$ cat config.mk
export PLATFORM = sky130hd
export DESIGN_NAME = rotimm_codec
export DESIGN_NICKNAME = d
export VERILOG_FILES = /design/src/rtl/rotimm_pkg.sv /design/src/rtl/rotimm_expand.sv /design/src/rtl/rotimm_match.sv /design/src/rtl/rotimm_search.sv /design/src/rtl/rotimm_codec.sv
export SDC_FILE = /design/constraint.sdc
export NUM_CORES = 1
export LEC_CHECK = 0
export BUFFER_PORTS_ARGS = -buffer_cell sky130_fd_sc_hd__clkbuf_2
export CAP_MARGIN = 0
export CORE_ASPECT_RATIO = 1.2
export CORE_MARGIN = 3
export CORE_UTILIZATION = 40
export DETAILED_ROUTE_END_ITERATION = 12
export SETUP_SLACK_MARGIN = 0.1
export SLEW_MARGIN = 25
export SYNTH_ARGS = -nofsm -noshare
export SYNTH_HDL_FRONTEND = slang
export SYNTH_SLANG_ARGS = --single-unit
$ cat constraint.sdc
create_clock -name clk -period 3.44 [get_ports clk]
set_clock_uncertainty 0.15 [all_clocks]
set_input_delay 0.172 -clock clk [delete_from_list [all_inputs] [get_ports clk]]
set_output_delay 0.172 -clock clk [all_outputs]
set_load 0.03 [all_outputs]
$ cat src/rtl/rotimm_pkg.sv
// Shared definitions for the rotated-immediate codec.
// Assumes the rotation step is two bit positions per unit of rotate amount.
package rotimm_pkg;
    typedef enum logic [0:0] {
        SCAN_IDLE = 1'b0,
        SCAN_RUN  = 1'b1
    } scan_state_t;

    localparam int ROT_STEP = 2;
endpackage

$ cat src/rtl/rotimm_expand.sv
// Expands a rotate/payload field into a full-width constant and the carry the
// rotation produces. Purely combinational.
// Assumes 2*(2**ROT_W-1) < WORD_W so every rotation amount is below the word width.
module rotimm_expand #(
    parameter int WORD_W = 32,
    parameter int IMM_W  = 8,
    parameter int ROT_W  = 4,
    localparam int FIELD_W = ROT_W + IMM_W,
    localparam int AMT_W   = ROT_W + 1
) (
    input  logic [FIELD_W-1:0] field,
    input  logic               carry_in,
    output logic [WORD_W-1:0]  value,
    output logic               carry_out
);
    logic [ROT_W-1:0]    rot;
    logic [AMT_W-1:0]    amt;
    logic [WORD_W-1:0]   payload;
    logic [2*WORD_W-1:0] doubled;

    // Split the field and form the rotate-right amount in bit positions.
    always_comb begin
        rot     = field[FIELD_W-1:IMM_W];
        amt     = {rot, 1'b0};
        payload = {{(WORD_W-IMM_W){1'b0}}, field[IMM_W-1:0]};
    end

    // Rotate right by shifting a doubled copy and keeping the low half.
    always_comb begin
        doubled = {payload, payload} >> amt;
        value   = doubled[WORD_W-1:0];
    end

    // The carry passes through for a zero rotation, else it is the top bit.
    always_comb begin
        carry_out = (rot == '0) ? carry_in : value[WORD_W-1];
    end
endmodule

$ cat src/rtl/rotimm_match.sv
// Tests whether a constant is some payload rotated right by 2*rot. It undoes
// the rotation by rotating the constant left by the same amount and checks
// that only the payload bits remain. Purely combinational.
module rotimm_match #(
    parameter int WORD_W = 32,
    parameter int IMM_W  = 8,
    parameter int ROT_W  = 4,
    localparam int AMT_W = ROT_W + 1
) (
    input  logic [WORD_W-1:0] constant,
    input  logic [ROT_W-1:0]  rot,
    output logic              hit,
    output logic [IMM_W-1:0]  imm
);
    logic [AMT_W-1:0]    amt;
    logic [2*WORD_W-1:0] doubled;
    logic [WORD_W-1:0]   unrolled;

    // Rotate left by 2*rot: the high half of a shifted doubled copy.
    always_comb begin
        amt      = {rot, 1'b0};
        doubled  = {constant, constant} << amt;
        unrolled = doubled[2*WORD_W-1:WORD_W];
    end

    // A match means every bit above the payload is zero after unrolling.
    always_comb begin
        hit = (unrolled[WORD_W-1:IMM_W] == '0);
        imm = unrolled[IMM_W-1:0];
    end
endmodule

$ cat src/rtl/rotimm_search.sv
// Sequential encoder. It captures a constant on start and tries one rotate
// amount per clock from 0 upward. It stops at the first hit (the canonical
// field) or after the last amount (not encodable). Start is ignored while a
// search runs. The results hold until the next search ends.
module rotimm_search
    import rotimm_pkg::*;
#(
    parameter int WORD_W = 32,
    parameter int IMM_W  = 8,
    parameter int ROT_W  = 4,
    localparam int FIELD_W = ROT_W + IMM_W,
    localparam logic [ROT_W-1:0] ROT_LAST = '1
) (
    input  logic               clk,
    input  logic               rst_n,
    input  logic               start,
    input  logic [WORD_W-1:0]  constant,
    output logic               busy,
    output logic               done,
    output logic               ok,
    output logic               not_encodable,
    output logic [FIELD_W-1:0] field
);
    scan_state_t        state_q;
    logic [WORD_W-1:0]  const_q;
    logic [ROT_W-1:0]   rot_q;
    logic               done_q;
    logic               ok_q;
    logic               nenc_q;
    logic [FIELD_W-1:0] field_q;
    logic               hit;
    logic [IMM_W-1:0]   imm;

    // Candidate test for the rotate amount under trial this cycle.
    rotimm_match #(
        .WORD_W(WORD_W),
        .IMM_W (IMM_W),
        .ROT_W (ROT_W)
    ) u_match (
        .constant(const_q),
        .rot     (rot_q),
        .hit     (hit),
        .imm     (imm)
    );

    // Search control: capture, step the rotation, and record the result.
    always_ff @(posedge clk) begin
        if (!rst_n) begin
            state_q <= SCAN_IDLE;
            const_q <= '0;
            rot_q   <= '0;
            done_q  <= 1'b0;
            ok_q    <= 1'b0;
            nenc_q  <= 1'b0;
            field_q <= '0;
        end else begin
            done_q <= 1'b0;
            case (state_q)
                SCAN_IDLE: begin
                    if (start) begin
                        const_q <= constant;
                        rot_q   <= '0;
                        state_q <= SCAN_RUN;
                    end
                end
                SCAN_RUN: begin
                    if (hit) begin
                        field_q <= {rot_q, imm};
                        ok_q    <= 1'b1;
                        nenc_q  <= 1'b0;
                        done_q  <= 1'b1;
                        state_q <= SCAN_IDLE;
                    end else if (rot_q == ROT_LAST) begin
                        field_q <= '0;
                        ok_q    <= 1'b0;
                        nenc_q  <= 1'b1;
                        done_q  <= 1'b1;
                        state_q <= SCAN_IDLE;
                    end else begin
                        rot_q <= rot_q + 1'b1;
                    end
                end
                default: state_q <= SCAN_IDLE;
            endcase
        end
    end

    // Drive the outputs straight from the registers.
    always_comb begin
        busy          = (state_q == SCAN_RUN);
        done          = done_q;
        ok            = ok_q;
        not_encodable = nenc_q;
        field         = field_q;
    end
endmodule

$ cat src/rtl/rotimm_codec.sv
// Top of the rotated-immediate codec. It joins the combinational field
// expander and the one-rotation-per-clock encoder. The two paths share
// nothing and can be used at the same time.
module rotimm_codec #(
    parameter int WORD_W = 32,
    parameter int IMM_W  = 8,
    parameter int ROT_W  = 4,
    localparam int FIELD_W = ROT_W + IMM_W
) (
    input  logic               clk,
    input  logic               rst_n,
    input  logic [FIELD_W-1:0] dec_field,
    input  logic               carry_in,
    output logic [WORD_W-1:0]  dec_value,
    output logic               dec_carry,
    input  logic               enc_start,
    input  logic [WORD_W-1:0]  enc_const,
    output logic               enc_busy,
    output logic               enc_done,
    output logic               enc_ok,
    output logic               enc_not_encodable,
    output logic [FIELD_W-1:0] enc_field
);
    // Field to constant.
    rotimm_expand #(
        .WORD_W(WORD_W),
        .IMM_W (IMM_W),
        .ROT_W (ROT_W)
    ) u_expand (
        .field    (dec_field),
        .carry_in (carry_in),
        .value    (dec_value),
        .carry_out(dec_carry)
    );

    // Constant to canonical field.
    rotimm_search #(
        .WORD_W(WORD_W),
        .IMM_W (IMM_W),
        .ROT_W (ROT_W)
    ) u_search (
        .clk          (clk),
        .rst_n        (rst_n),
        .start        (enc_start),
        .constant     (enc_const),
        .busy         (enc_busy),
        .done         (enc_done),
        .ok           (enc_ok),
        .not_encodable(enc_not_encodable),
        .field        (enc_field)
    );
endmodule

==> results.txt <==
----------------------------------------------------
[Outcome]
  Outcome ... finished, final reports clean

[Die]
  Floorplan row count ... 39
  Starting Density ... 41.5%
  Die boundary height ... 115 um
  # IOs ... 97
  Floorplan die area ... 11,200 um2
  Core region area ... 9610 um2
  Die boundary width ... 97.2 um

[Logic synthesis]
  Synth Register Bits ... 52
  Area share of the largest cell type after synthesis ... 26.1%
  Warnings, synthesis ... 0
  Cells taking the most area after synthesis ... sky130_fd_sc_hd__dfxtp_1, sky130_fd_sc_hd__nand2_1, sky130_fd_sc_hd__mux2i_1
  Commonest cells in the netlist ... sky130_fd_sc_hd__nand2_1, sky130_fd_sc_hd__a21oi_1, sky130_fd_sc_hd__nor2_1, sky130_fd_sc_hd__dfxtp_1, sky130_fd_sc_hd__mux2i_1
  Part of the Yosys area used for sequential elements ... 26.1%
  Top FF cell, synth ... sky130_fd_sc_hd__dfxtp_1
  Syn_area_per_cell ... 7.28 um2
  Number of enable-type register cells in the synthesized netlist ... 0
  Post-synthesis cell type with the largest combined area ... sky130_fd_sc_hd__dfxtp_1
  Fraction of registers with async set or reset after synthesis ... 0%
  Synthesized net count ... 597
  Combined area of all synthesized cells ... 3990 um2
  Count of different cell masters after synthesis ... 66
  Cell with the most instances after synthesis ... sky130_fd_sc_hd__nand2_1
  Synthesized instance count ... 548

[Power and ir drop]
  Switching portion of total power ... 34.8%
  Cell area power density ... 339 nW/um2
  Total leakage power ... 2.03 nW
  Highest ir drop seen on vdd ... 0.261 mV
  Cell internal pwr ... 1.11 mW
  Power after layout ... 1.70 mW
  Sequential group share of total power ... 39.6%
  Clock group share of total power ... 31.0%
  Net switching power figure ... 0.590 mW
  Share of power burned in combinational logic ... 29.4%

[Clock network]
  Max H-tree Level ... 2
  Clock sink count ... 52
  Number of post-CTS setup repair buffers ... 0
  CTS root buffer ... sky130_fd_sc_hd__clkbuf_16
  Cts bufs inserted ... 5
  Number of buffers between clock root and the deepest sink ... 2
  CTS clk-pin slew, worst paths ... 0.08 ns
  Clock latency on the worst-skew pair ... 0.29 ns
  TritonCTS clock tree ... built

[Final layout]
  Layout Area Growth over Synthesis ... 25.6%
  Number of antenna diodes ... 0
  Number of nets at the end of the flow ... 705
  Fraction of final layout cells sized beyond drive strength 1 ... 23.9%
  Filler-free cell count of the finished design ... 780

[Job]
  Max cap viols ... 0

[Global routing]
  Number of global-route vias before repair ... 4,007
  All-Layer GR Usage ... 21.7%
  Total grt overflow ... 0
  Met2 layer usage reported by global route ... 39.8%
  Global routing met1 resource utilization ... 26.9%
  Antenna violations before repair ... 0
  Layer with the highest usage after global routing ... met2
  Wire length of the first global-routing pass ... 20,400 um
  Met3 Resource Use GR ... 2.47%
  Largest net degree at the start of global routing ... 44

[Timing]
  Max frequency ... 324 MHz
  Sum of negative setup slack ... 0 ns
  Time the worst path needs with I/O delays and setup ... 3.08 ns
  Count of pins over their slew limit ... 0
  Pin slew with the least headroom to its limit ... 0.528 ns
  Number of failing hold endpoints at the final stage ... 0
  Number of setup violations in the final report ... 0
  Headroom to the max-slew limit ... 63.9%
  Final worst-path cycle share ... 89.6%
  RSZ-0062 raised after global routing ... false
  Final worst slack ... 0.357 ns

[Critical path]
  Worst-path cell chain ... inv_2 -> buf_4 -> a2111oi_0 -> a211oi_1 -> nor2_1 -> nand4b_1 -> a21oi_2 -> nand3_2 -> buf_4 -> mux2i_1 -> nor2_1
  Largest fanout of any net on the critical path ... 15
  Data required, critical path ... 3.47 ns
  Worst Path Arrival ... 3.11 ns
  Cell family with the largest share of critical-path delay ... compound AO/OA/AOI/OAI gates
  Stage delay of the slowest cell on the critical path ... 0.54 ns
  Slowest cell on the critical path ... sky130_fd_sc_hd__dfxtp_2
  Reg-to-reg setup timing slack ... 0.36 ns
  Crit path kind ... reg -> reg
  Buf/Inv on CP ... 3
  Startpoint Class ... flop
  Crit path capture type ... flop

[Drt]
  WL final ... 12,500 um
  Drt initial violations ... 328
  DR DRC count ... 0
  Routed WL per cell ... 16.0 um
  Total vias in the final route ... 4,371
  Number of antenna-violating nets in the routed design ... 0
  Vias per cell ... 5.60
  First-pass DRT Iterations ... 5

[Place]
  Weighted congestion reported at the end of routability-driven placement ... 0.927
  Number of placed cells counting well taps ... 740
  Setup WS pre-CTS ... 0.168 ns
  HPWL reported at the end of detailed placement ... 9260 um
  Number of input and output port buffers inserted ... 96

[Worst hold path]
  Type of the worst min-delay path ... in -> reg

----------------------------------------------------
[stage by stage]
stage	utilization [%]	hold WS, ns	area, um2
6_report	52.1	0.119	5010
5_1_grt	52.1	0.138	5010
4_1_cts	52.1	0.0925	5010
3_5_place_dp	47.2	0.250	4540
3_3_place_gp	47.2	0.245	4540
2_1_floorplan	-	0.158	3990
[path summary, 6_finish.rpt]
kind,startpoint,endpoint,depth (start not counted)
worst max-delay path,u_search.rot_q[0],u_search.field[11],11
worst min-delay path,enc_start,u_search.busy,3
worst max register to register,u_search.rot_q[0],u_search.field[11],11
worst min register to register,u_search.ok,u_search.ok,2
[per-layer routing]
metal | part of all wire (%) | wire length (um)
met5 | 0 | 0
met4 | 2.6 | 323
met3 | 4.9 | 618
met2 | 50 | 6320
met1 | 42 | 5260
[what timing repair did]
| item | in CTS | in global routing |
|---|---|---|
| resized for setup | 0 | 1 |
| endpoints found under the setup margin | 0 | 19 |
| endpoints found under the hold margin | 32 | 0 |
| hold buffers | 32 | 0 |
[kinds of logic (layout without fill, tap and decap cells)]
logic type	count (synthesis)	count (layout)	synth area share (%)
AOI/OAI and AO/OA	152	152	25.1
xor gates and xnor gates	1	1	0.219
adders and majority gates	1	1	0.313
buffers and inverters	57	166	7.81
DFF	52	52	26.1
muxes	48	48	13.5
and+or+nand+nor	237	237	26.9
[placed cells by master, fill, tap and decap left out, drive strengths merged, types with 7 or more instances in the layout]
cell type and instances:
a21oi 55, a22oi 11, and3 9, buf 19, clkbuf 101, dfxtp 52, dlygate4sd3 32, inv 10
mux2 8, mux2i 36, nand2 105, nand2b 9, nand3 13, nor2 55, nor3 15, o21a 8
o21ai 29, or3 7
[flip-flops by register name, indices dropped and copies added, names as in the netlist]
name / cells
u_search.const_q: 32
u_search.field: 12
u_search.rot_q: 4
u_search.busy: 1
u_search.done: 1
u_search.not_encodable: 1
u_search.ok: 1
[power by group through the flow]
stage / logic, mW / registers, mW / clock network, mW
finish: 0.499 / 0.673 / 0.527
global route: 0.546 / 0.676 / 0.559
CTS: 0.495 / 0.671 / 0.540
detailed placement: 0.465 / 0.686 / 0
global placement: 0.464 / 0.684 / 0
floorplan: 0.350 / 0.667 / 0
[worst register-to-register path, cell delays in order, from the launching register on]
cell	delay (ns)
sky130_fd_sc_hd__dfxtp_2	0.54
sky130_fd_sc_hd__inv_2	0.19
sky130_fd_sc_hd__buf_4	0.20
sky130_fd_sc_hd__a2111oi_0	0.43
sky130_fd_sc_hd__a211oi_1	0.15
sky130_fd_sc_hd__nor2_1	0.13
sky130_fd_sc_hd__nand4b_1	0.13
sky130_fd_sc_hd__a21oi_2	0.28
sky130_fd_sc_hd__nand3_2	0.29
sky130_fd_sc_hd__buf_4	0.28
sky130_fd_sc_hd__mux2i_1	0.15
sky130_fd_sc_hd__nor2_1	0.05
[layout make-up]
cell class              instances  area (um2)
inverters                      11        41.3
multi-input cells             439        2640
repair buffers                147         981
clock buffers                   5         125
flip-flops and latches         52        1040
clock inverters                 3        26.3
well taps                     123         154
fillers                       971        4600
Power figures use the tool's default switching activity.
